==> config.mk <==
export PLATFORM = sky130hd
export DESIGN_NAME = hdlc_status_reg
export DESIGN_NICKNAME = d
export VERILOG_FILES = /design/src/rtl/hdlc_stat_pkg.sv /design/src/rtl/occ_counter.sv /design/src/rtl/level_decode.sv /design/src/rtl/sticky_event.sv /design/src/rtl/hdlc_status_reg.sv
export SDC_FILE = /design/constraint.sdc
export NUM_CORES = 1
export LEC_CHECK = 0
export BUFFER_PORTS_ARGS = -buffer_cell sky130_fd_sc_hd__buf_2
export CAP_MARGIN = 30
export CORE_ASPECT_RATIO = 0.75
export CORE_UTILIZATION = 55
export CTS_CLUSTER_SIZE = 30
export DETAILED_ROUTE_END_ITERATION = 6
export PLACE_DENSITY = 0.79
export SLEW_MARGIN = 20
export SYNTH_ARGS = -nofsm -noshare
export SYNTH_HDL_FRONTEND = slang
export SYNTH_SLANG_ARGS = --single-unit
==> constraint.sdc <==
create_clock -name clk -period 3.6 [get_ports clk]
set_clock_uncertainty 0.15 [all_clocks]
set_input_delay 0.72 -clock clk [delete_from_list [all_inputs] [get_ports clk]]
set_output_delay 0.72 -clock clk [all_outputs]
set_load 0.02 [all_outputs]
==> src/rtl/hdlc_stat_pkg.sv <==
package hdlc_stat_pkg;
   localparam int STAT_W    = 8;
   localparam int BIT_BOC   = 0;
   localparam int BIT_TX_NF = 1;
   localparam int BIT_TX_HE = 2;
   localparam int BIT_RX_PS = 3;
   localparam int BIT_RX_NE = 4;
   localparam int BIT_RX_HF = 5;
   localparam int BIT_RX_PE = 6;
   localparam int BIT_TX_ME = 7;
   localparam int NUM_EVT   = 4;

   // event index -> status bit position
   function automatic int evt_pos(input int idx);
      case (idx)
         0:       return BIT_BOC;
         1:       return BIT_RX_PS;
         2:       return BIT_RX_PE;
         default: return BIT_TX_ME;
      endcase
   endfunction
endpackage

==> src/rtl/occ_counter.sv <==
module occ_counter #(
   parameter int DEPTH = 64,
   localparam int CW   = $clog2(DEPTH + 1)
) (
   input  logic          clk,
   input  logic          rst_n,
   input  logic          wr,
   input  logic          rd,
   output logic [CW-1:0] cnt
);
   localparam logic [CW-1:0] FULL = CW'(DEPTH);

   initial assert (DEPTH >= 2) else $error("occ_counter: DEPTH must be at least 2");

   always_ff @(posedge clk) begin
      if (!rst_n)
         cnt <= '0;
      else if (wr && !rd && cnt != FULL)
         cnt <= cnt + 1'b1;
      else if (rd && !wr && cnt != '0)
         cnt <= cnt - 1'b1;
   end

   AST_BOTH_HOLD: assert property (@(posedge clk) disable iff (!rst_n)
      (wr && rd) |=> $stable(cnt));
   AST_NO_OVERFLOW: assert property (@(posedge clk) disable iff (!rst_n)
      (cnt == FULL && wr && !rd) |=> (cnt == FULL));
   AST_NO_UNDERFLOW: assert property (@(posedge clk) disable iff (!rst_n)
      (cnt == '0 && rd && !wr) |=> (cnt == '0));
endmodule

==> src/rtl/level_decode.sv <==
module level_decode #(
   parameter int DEPTH = 64,
   parameter bit IS_RX = 1'b1,
   localparam int CW   = $clog2(DEPTH + 1)
) (
   input  logic [CW-1:0] cnt,
   output logic          lvl_hi,
   output logic          lvl_lo
);
   localparam logic [CW-1:0] HALF = CW'(DEPTH / 2);
   localparam logic [CW-1:0] FULL = CW'(DEPTH);

   initial assert (DEPTH % 2 == 0) else $error("level_decode: DEPTH must be even");

   generate
      if (IS_RX) begin : g_rx
         assign lvl_hi = (cnt > HALF);   // half full
         assign lvl_lo = (cnt != '0);    // not empty
      end else begin : g_tx
         assign lvl_hi = (cnt < HALF);   // half empty
         assign lvl_lo = (cnt < FULL);   // not full
      end
   endgenerate
endmodule

==> src/rtl/sticky_event.sv <==
module sticky_event (
   input  logic clk,
   input  logic rst_n,
   input  logic pulse,
   input  logic clr,
   output logic flag
);
   always_ff @(posedge clk) begin
      if (!rst_n)     flag <= 1'b0;
      else if (pulse) flag <= 1'b1;
      else if (clr)   flag <= 1'b0;
   end

   AST_EVT_SET: assert property (@(posedge clk) disable iff (!rst_n)
      pulse |=> flag);
   AST_RD_CLR: assert property (@(posedge clk) disable iff (!rst_n)
      (clr && !pulse) |=> !flag);
   AST_EVT_HOLD: assert property (@(posedge clk) disable iff (!rst_n)
      (flag && !clr) |=> flag);
endmodule

==> src/rtl/hdlc_status_reg.sv <==
module hdlc_status_reg
   import hdlc_stat_pkg::*;
#(
   parameter int RX_DEPTH = 64,
   parameter int TX_DEPTH = 64
) (
   input  logic              clk,
   input  logic              rst_n,
   input  logic              rx_wr,
   input  logic              rx_rd,
   input  logic              tx_wr,
   input  logic              tx_rd,
   input  logic              ev_rx_start,
   input  logic              ev_rx_end_ok,
   input  logic              ev_rx_end_fault,
   input  logic              ev_tx_end,
   input  logic              ev_boc,
   input  logic              host_rd,
   input  logic              mask_we,
   input  logic [STAT_W-1:0] mask_wd,
   output logic [STAT_W-1:0] stat_q,
   output logic              irq
);
   localparam int RCW = $clog2(RX_DEPTH + 1);
   localparam int TCW = $clog2(TX_DEPTH + 1);

   logic [RCW-1:0]     rx_cnt;
   logic [TCW-1:0]     tx_cnt;
   logic               rx_hf, rx_ne, tx_he, tx_nf;
   logic [NUM_EVT-1:0] evt_in, evt_q;
   logic [STAT_W-1:0]  mask_q;

   occ_counter #(.DEPTH(RX_DEPTH)) u_rx_cnt (
      .clk(clk), .rst_n(rst_n), .wr(rx_wr), .rd(rx_rd), .cnt(rx_cnt));
   occ_counter #(.DEPTH(TX_DEPTH)) u_tx_cnt (
      .clk(clk), .rst_n(rst_n), .wr(tx_wr), .rd(tx_rd), .cnt(tx_cnt));

   level_decode #(.DEPTH(RX_DEPTH), .IS_RX(1'b1)) u_rx_lvl (
      .cnt(rx_cnt), .lvl_hi(rx_hf), .lvl_lo(rx_ne));
   level_decode #(.DEPTH(TX_DEPTH), .IS_RX(1'b0)) u_tx_lvl (
      .cnt(tx_cnt), .lvl_hi(tx_he), .lvl_lo(tx_nf));

   // event order matches hdlc_stat_pkg::evt_pos
   assign evt_in = {ev_tx_end, ev_rx_end_ok | ev_rx_end_fault, ev_rx_start, ev_boc};

   generate
      for (genvar gi = 0; gi < NUM_EVT; gi++) begin : g_evt
         sticky_event u_evt (
            .clk(clk), .rst_n(rst_n), .pulse(evt_in[gi]),
            .clr(host_rd), .flag(evt_q[gi]));
      end
   endgenerate

   always_ff @(posedge clk) begin
      if (!rst_n)       mask_q <= '0;
      else if (mask_we) mask_q <= mask_wd;
   end

   always_comb begin
      stat_q            = '0;
      stat_q[BIT_TX_NF] = tx_nf;
      stat_q[BIT_TX_HE] = tx_he;
      stat_q[BIT_RX_NE] = rx_ne;
      stat_q[BIT_RX_HF] = rx_hf;
      for (int i = 0; i < NUM_EVT; i++)
         stat_q[evt_pos(i)] = evt_q[i];
   end

   assign irq = |(stat_q & mask_q);

   AST_RXEND_ANY: assert property (@(posedge clk) disable iff (!rst_n)
      (ev_rx_end_ok || ev_rx_end_fault) |=> stat_q[BIT_RX_PE]);
   AST_LEVEL_KEEP: assert property (@(posedge clk) disable iff (!rst_n)
      (host_rd && !rx_wr && !rx_rd && !tx_wr && !tx_rd) |=>
      $stable({stat_q[BIT_RX_HF], stat_q[BIT_RX_NE], stat_q[BIT_TX_HE], stat_q[BIT_TX_NF]}));
   AST_MASK_LOAD: assert property (@(posedge clk) disable iff (!rst_n)
      (mask_we && mask_wd == '0) |=> !irq);
endmodule

[After elaboration in Yosys (flattened, before gate mapping)]
Cells that the tools add are included.
Word-level totals
  register bits: 26
  logic and storage cells: 48
  input bits: 21
  output and inout port bits: 9
Cells by class
  order comparisons: 3
  reduce and logical (&&, ||, !) cells: 21
  equal/unequal tests: 2
  bitwise gates (word level): 2
  add/subtract/negate cells: 4
  mux-type cells: 9
Operator list (count)
  7-bit 2-to-1 mux: 4
  7-bit by 1-bit adder with 7-bit output, second input constant: 2
  7-bit != test, second input constant: 2
  7-bit nonzero test: 2
  7-bit by 1-bit subtractor with 7-bit output, second input constant: 2
  2-bit nonzero test: 6
  8-bit bitwise AND: 1
  1-bit logical AND: 8
  8-bit OR reduction: 1
  7-bit by 6-bit > comparator with 1-bit output, second input constant: 1
  7-bit by 6-bit less-than comparator with 1-bit output, second input constant: 1
  7-bit less-than comparator, second input constant: 1
  1-bit 2-to-1 mux: 5
  1-bit logical NOT: 4
  1-bit OR: 1

[Logic depth before layout (Yosys ltp)]
Gate-level depths: netlist (run 1).
  depth after elaboration: 5
  gate-level depth with buffers: 9
  gate-level depth less buffers: 9

[Hierarchy]
Synthesis (run 1) repeated with hierarchy kept, for this count alone.
Unflattened totals
  cells, all modules: 170
  area, all modules: 1655.3 sq um
Modules (own cells, without submodules)
  occ_counter: area an instance 538.0 sq um, times used 2, cells an instance 58, sequential area each 140.1 sq um
  hdlc_status_reg: area an instance 374.1 sq um, times used 1, cells an instance 35, sequential area each 160.2 sq um
  sticky_event: area an instance 41.3 sq um, times used 4, cells an instance 3, sequential area each 20.0 sq um
  level_decode at u_rx_lvl: area an instance 32.5 sq um, times used 1, cells an instance 5, sequential area each 0.0 sq um
  level_decode at u_tx_lvl: area an instance 7.5 sq um, times used 1, cells an instance 2, sequential area each 0.0 sq um

[Least setup slack after synthesis (run 1)]
OpenSTA, ideal clock, no wires.
  kind: input-to-reg
  start point: input rx_rd
  end point: register u_rx_cnt.cnt[6]
  setup time: 0.075 ns
  path buffers: 0
  setup slack: 0.664 ns
  stages on the path: 9
  data required time: 3.375 ns
  data arrival time: 2.712 ns
  path through: nand2b_1 -> a31oi_1 -> inv_1 -> ha_1 -> a21o_1 -> a21o_1 -> a41oi_1 -> mux2_2 -> o22ai_1
On the way
  longest elaborated chain between the ends: 4
  elaborated cells on any way between the ends: 7
  those cells by class: mux (1); reduce/logical (6)
Ends and longest elaborated chain
  start: declaration: RTL line hdlc_status_reg.sv:10  | input logic rx_rd,
  1-bit logical NOT: RTL line occ_counter.sv:18  | else if (wr && !rd && cnt != FULL)
  1-bit logical AND (2 in series): RTL line occ_counter.sv:18
  7-bit 2-to-1 mux or 2-bit nonzero test (tied branches)
  end signal: assignment: RTL line occ_counter.sv:19  | cnt <= cnt + 1'b1;
  end signal: assignment: RTL line occ_counter.sv:21  | cnt <= cnt - 1'b1;
  end: declaration: RTL line occ_counter.sv:9  | output logic [CW-1:0] cnt
Parallel ways exist; a longest one is shown, timed or not.
A chain may end at the register's enable or synchronous reset.

[Worst setup path after layout (run 1)]
  start point: input tx_rd
  end point: register u_tx_cnt.cnt[6]
On the way
  longest elaborated chain between the ends: 4
  elaborated cells on any way between the ends: 7
  those cells by class: mux (1); reduce/logical (6)
Ends and longest elaborated chain
  start: declaration: RTL line hdlc_status_reg.sv:12  | input logic tx_rd,
  1-bit logical NOT: RTL line occ_counter.sv:18
  1-bit logical AND (2 in series): RTL line occ_counter.sv:18
  7-bit 2-to-1 mux or 2-bit nonzero test (tied branches)
  end signal: assignment: RTL line occ_counter.sv:19
  end signal: assignment: RTL line occ_counter.sv:21
  end: declaration: RTL line occ_counter.sv:9
Parallel ways exist; a longest one is shown, timed or not.

==> results of run 1 <==
[registers in the layout, summed over array words and instances (netlist names)]
signal and count:
mask_q 8, u_tx_cnt.cnt 7, g_evt.u_evt.flag 4, u_rx_cnt.cnt 7
[metrics by stage]
| step | worst slack, ps | util [%] | cell area (um^2) |
|---|---|---|---|
| finish | 535.0 | 65.46 | 1743 |
| global route | 446.9 | 65.46 | 1743 |
| CTS | 580.1 | 65.46 | 1743 |
| detailed placement | 317.6 | 63.91 | 1702 |
| global placement | 469.0 | 63.91 | 1702 |
| floorplan | 663.6 | - | 1583 |
[routing by layer]
layer	wire length [um]	up-vias	track usage, %
met1	1519	597	28.30
met2	1404	21	36.35
met3	99	2	5.896
li1	-	652	-
met5	0	-	0
met4	13	0	4.545
[cell type report]
type | instances | area [um^2]
Multi-Input combinational cell | 128 | 968.4
Fill cell | 234 | 919.6
Sequential cell | 26 | 520.5
Timing Repair Buffer | 29 | 145.1
Tap cell | 36 | 45.04
Clock buffer | 3 | 41.29
Inverter | 6 | 22.52
[worst reg2reg max path, delay by kind of cell (launching register included)]
family / cells / cell delay (ps)
AOI/OAI and AO/OA: 6 / 1640
and+or+nand+nor: 1 / 390
DFF: 1 / 380
adders and majority gates: 1 / 350
[Yosys cell counts (all sizes together), types with 2 or more instances]
master and count:
xor2 6, ha 11, fa 2, inv 6, mux2 2, o21ai 4, a211oi 4, nand3 2
clkbuf 2, a21oi 13, nand2 5, nor3 2, buf 9, nor2 25, xnor2 4, o31ai 2
mux2i 16, o21bai 3, a21o 7, dfxtp 26, nand2b 3, a22oi 3, a31oi 2
[cells in the final DEF (no fill, tap or decap), types with 3 or more instances in the layout]
cell type,count
buf_2,29
dfxtp_1,26
nor2_1,25
mux2i_1,16
a21oi_1,12
ha_1,11
inv_1,6
a21o_1,6
xor2_1,6
nand2_1,5
a211oi_1,4
o21ai_0,4
xnor2_1,4
nand2b_1,3
a22oi_1,3
o21bai_1,3
clkbuf_8,3
[kinds of logic (layout without fill, tap and decap cells)]
family | count (synthesis) | in the layout | share of synthesized area [%]
adders and majority gates | 13 | 13 | 11.23
xor gates and xnor gates | 10 | 10 | 5.533
buffers and inverters | 17 | 38 | 5.929
and+or+nand+nor | 41 | 41 | 12.02
AOI/OAI and AO/OA | 46 | 46 | 20.87
DFF | 26 | 26 | 32.89
muxes | 18 | 18 | 11.54
[power by group through the flow]
stage	clock network (W)	registers, W	logic, W
after floorplan	0	0.000440	0.000733
after global placement	0	0.000459	0.000805
after detailed placement	0	0.000462	0.000832
after CTS	0.000169	0.000456	0.000839
after global routing	0.000173	0.000471	0.000938
final	0.000159	0.000456	0.000837
[final timing paths]
check | startpoint | endpoint | slack, ps | cells after the start
hold reg to reg | mask_q[5] | mask_q[5] | 360 | 2
setup reg to reg | u_tx_cnt.cnt[0] | u_tx_cnt.cnt[6] | 590 | 8
hold / removal | mask_q[5] | mask_q[5] | 360 | 2
setup / recovery | tx_rd | u_tx_cnt.cnt[6] | 530 | 9
==> impl_metrics.tcl, run 1 <==
set metrics [dict create \
    diodes 0 \
    grt_pass1_vias 1271 \
    required_ps 3620 \
    relSlewSlack_pct 50.37 \
    die_h_um 48.46 \
    fin_crit_sh_pct 85.14 \
    synthArstFlopShare_pct 0 \
    p_per_area_mw_per_mm2 833.6 \
    synthFlopType "dfxtp_1" \
    grt_max_degree 25 \
    cpMaxStageDelayCell "a2111oi_0" \
    cts.clk_slew.worst_paths_ps 80 \
    worstPathMaxFanout 7 \
    vias_per_cell 5.579 \
    synth_edf_count 0 \
    fin_hold_ws_ps 356.3 \
    die_w_um 63.95 \
    switching_share_pct 42.82 \
    status "finished, final reports clean" \
    hold_viol_final 0 \
    syn_nets 205 \
    antenna_found_initial 0 \
    worstMarginPinSlew_ps 743.6 \
    rsz0062_at_grt "no" \
    seq_area_frac_synth_pct 32.89 \
    clockRootBuffer "clkbuf_8" \
    dp.cells 225 \
    synthToLayoutAreaGrowth_pct 10.12 \
    intPower_w 0.0008307 \
    track_usage_pct 21.84 \
    drive_above_1_share_pct 19.79 \
    dp_hpwl_mm 2.361 \
    power.leakage_nw 0.8254 \
    syn_inst 171 \
    clock_sinks 26 \
    path_cells "buf_2 > nand2b_1 > a31o_1 > fa_1 > a211oi_1 > o21bai_1 > a2111oi_0 > a2bb2oi_1 > o32ai_1" \
    cts.path.max_buffers 2 \
    portBuffers 29 \
    yosys.area.top_type_share_pct 32.89 \
    slowest_delay_ps 620 \
    path_buf_inv 1 \
    place.gp.congestion 0.8239 \
    grt_pass1_wl_mm 5.340 \
    wl_per_cell_um 13.32 \
    yosysTopAreaCell "dfxtp_1" \
    cts_tree "built" \
    drtIter0Drc 84 \
    synth-seq-cells 26 \
    core_mm2 0.002663 \
    clkPwrFrac_pct 11.0 \
    fmaxAchievable_mhz 326.3 \
    htreeDepth 1 \
    p_comb_share_pct 57.6 \
    slew_violations 0 \
    tritoncts.num_buffers 3 \
    dr.pass1.iters 4 \
    power_frac_seq_pct 31.4 \
    post_cts_resized 0 \
    vias 1272 \
    maxCapViolations 0 \
    remaining_drc_errors 0 \
    yosysUniqueCellTypes 40 \
    crit_type "in2reg" \
    power_switching_w 0.0006221 \
    p_total_w 0.001453 \
    rows 16 \
    setup_viol_count_final 0 \
    io_pins 30 \
    gr-total-overflow 0 \
    min_path_type "reg2reg" \
    avgSynthCellArea_um2 9.256 \
    setup_tns_ps 0 \
    critPathLaunchType "input pin" \
    insertion_delay_ps 260 \
    synth_warnings 0 \
    path_delay_family "compound AO/OA/AOI/OAI gates" \
    endpoint_kind "flop" \
    final_antenna_net_count 0 \
    synth.top_cells.by_area "dfxtp_1, mux2i_1, ha_1" \
    cp.arrival_ps 3090 \
    cts_setup_buffers 0 \
    peakVddDrop_mv 0.5637 \
    fin_crit_ps 3065 \
    syn_area_mm2 0.001583 \
    routed_wl_mm 3.036 \
    stdcell_count 228 \
    die_area_mm2 0.003098 \
    cts_hold_buf 0 \
    fin_nets 228 \
    start_util_pct 59.45 \
]
No activity file was read; power rests on OpenSTA's default activity.
==> run 2, diff against run 1 <==
- CORE_MARGIN: default -> 3
- RECOVER_POWER: default -> 25
==> run 2 against run 1 <==
Final area grew 0.72%. Register-to-register slack gained 100 ps. Sequential power hardly changed. Clock power increased by 20%. Critical path depth unchanged. Cell count increased by 0.44%. Flip-flop and latch count is the same. Via count rose by 1.3%. First-iteration DRC count shrank 23%. Core utilization is essentially flat.
==> impl_metrics.tcl, run 2 (same netlist as run 1, synthesis figures left out) <==
set metrics [dict create \
    status "finished, final reports clean" \
    io_pins 30 \
    wl_per_cell_um 14.21 \
    cpMaxStageDelayCell "a2111oi_0" \
    grt_max_degree 25 \
    die_h_um 52.46 \
    maxCapViolations 0 \
    setup_tns_ps 0 \
    wl_met3_um 140 \
    path_cells "buf_2 > nand2b_1 > a31o_1 > fa_1 > a211oi_1 > o21bai_1 > a2111oi_0 > a2bb2oi_1 > o32ai_1" \
    grt_pass1_wl_mm 5.437 \
    clock_sinks 26 \
    cts_setup_buffers 0 \
    endpoint_kind "flop" \
    reg_top3 "mask_q: 8 flops, u_rx_cnt.cnt: 7 flops, u_tx_cnt.cnt: 7 flops" \
    fmaxAchievable_mhz 334.3 \
    p_total_w 0.001498 \
    cts_tree "built" \
    clkPwrFrac_pct 12.8 \
    intPower_w 0.0008541 \
    wl_met1_mm 1.505 \
    stdcell_count 229 \
    core_mm2 0.002683 \
    grt_pass1_vias 1278 \
    cts.clk_slew.worst_paths_ps 90 \
    track_usage_pct 19.89 \
    clockRootBuffer "clkbuf_8" \
    cts_hold_buf 0 \
    slowest_delay_ps 600 \
    final_cell_mix "buf_2, dfxtp_1, nor2_1, mux2i_1, a21oi_1" \
    power_frac_seq_pct 30.5 \
    die_w_um 67.95 \
    layout.cells.most_common "buf_2" \
    p_comb_share_pct 56.7 \
    power.leakage_nw 0.8298 \
    critPathLaunchType "input pin" \
    dp_hpwl_mm 2.494 \
    largest_reg_flops 8 \
    p_per_area_mw_per_mm2 853.6 \
    drive_above_1_share_pct 19.69 \
    dp.cells 225 \
    relSlewSlack_pct 50.69 \
    hold_viol_final 0 \
    place.gp.congestion 0.8387 \
    dr.pass1.iters 4 \
    required_ps 3640 \
    gr-total-overflow 0 \
    post_cts_resized 0 \
    worst_slack_ps 608.3 \
    vias_per_cell 5.624 \
    wl_met2_mm 1.562 \
    diodes 0 \
    min_path_type "reg2reg" \
    final_antenna_net_count 0 \
    antenna_found_initial 0 \
    htreeDepth 1 \
    cp.arrival_ps 3030 \
    pre_cts_slack_ps 338.6 \
    rows 16 \
    highest_layer "met4" \
    power_switching_w 0.0006444 \
    synthToLayoutAreaGrowth_pct 10.91 \
    tritoncts.num_buffers 3 \
    remaining_drc_errors 0 \
    worstPathMaxFanout 7 \
    start_util_pct 59.00 \
    drtIter0Drc 65 \
    portBuffers 29 \
    fin_crit_sh_pct 83.10 \
    fin_nets 228 \
    die_area_mm2 0.003564 \
    vias 1288 \
    worstMarginPinSlew_ps 738.8 \
    rsz0062_at_grt "no" \
    largest_register "mask_q" \
    switching_share_pct 43.00 \
    cts.path.max_buffers 2 \
    setup_viol_count_final 0 \
    peakVddDrop_mv 0.4892 \
    crit_type "in2reg" \
    routed_wl_mm 3.253 \
    fin_crit_ps 2992 \
    insertion_delay_ps 270 \
    slew_violations 0 \
]
-- run 2: changes by cell type in the layout (fill, tap and decap cells not counted), sizes merged --
| cell | previous run | this run |
|---|---|---|
| buf | 29 | 28 |
| clkbuf | 3 | 5 |
-- run 2: cell type report --
type | count | area, um^2
Multi-Input combinational cell | 128 | 968.4
Fill cell | 234 | 927.1
Sequential cell | 26 | 520.5
Timing Repair Buffer | 29 | 143.9
Clock buffer | 4 | 55.05
Tap cell | 36 | 45.04
Inverter | 6 | 22.52
-- run 2: final timing paths --
check	start	to	slack, ps	cells past startpoint
max	tx_rd	u_tx_cnt.cnt[6]	610	9
min	mask_q[4]	mask_q[4]	360	2
max reg2reg	u_tx_cnt.cnt[0]	u_tx_cnt.cnt[6]	690	8
min reg2reg	mask_q[4]	mask_q[4]	360	2
-- run 2: power by group through the flow --
stage / combinational, W / clock (W) / sequential, W
finish: 0.000849 / 0.000191 / 0.000458
global route: 0.000952 / 0.000207 / 0.000474
CTS: 0.000849 / 0.000194 / 0.000457
detailed placement: 0.000844 / 0 / 0.000463
global placement: 0.000806 / 0 / 0.000458
floorplan: 0.000733 / 0 / 0.000440
-- run 2: metrics by stage --
| step | utilization, % | cell area, um^2 | hold WS, ps |
|---|---|---|---|
| detailed placement | 63.43 | 1702 | 337.2 |
| floorplan | - | 1583 | 310.7 |
| global route | 65.44 | 1755 | 397.6 |
| global placement | 63.43 | 1702 | 323.1 |
| CTS | 65.49 | 1757 | 358.8 |
| finish | 65.44 | 1755 | 356.2 |
-- run 2: critical path: cells and delay by family --
family                   cells  cell delay [ps]
AO/OA/AOI/OAI                6             1550
buffers and inverters        1              130
AND/OR/NAND/NOR              1              190
adder cells (fa/ha/maj)      1              450
-- run 2: per-layer routing --
layer  vias up  GRT usage (%)
met5         -              0
met4         0          5.281
met3         6          5.365
met2        30          33.12
met1       606          25.16
li1        646              -
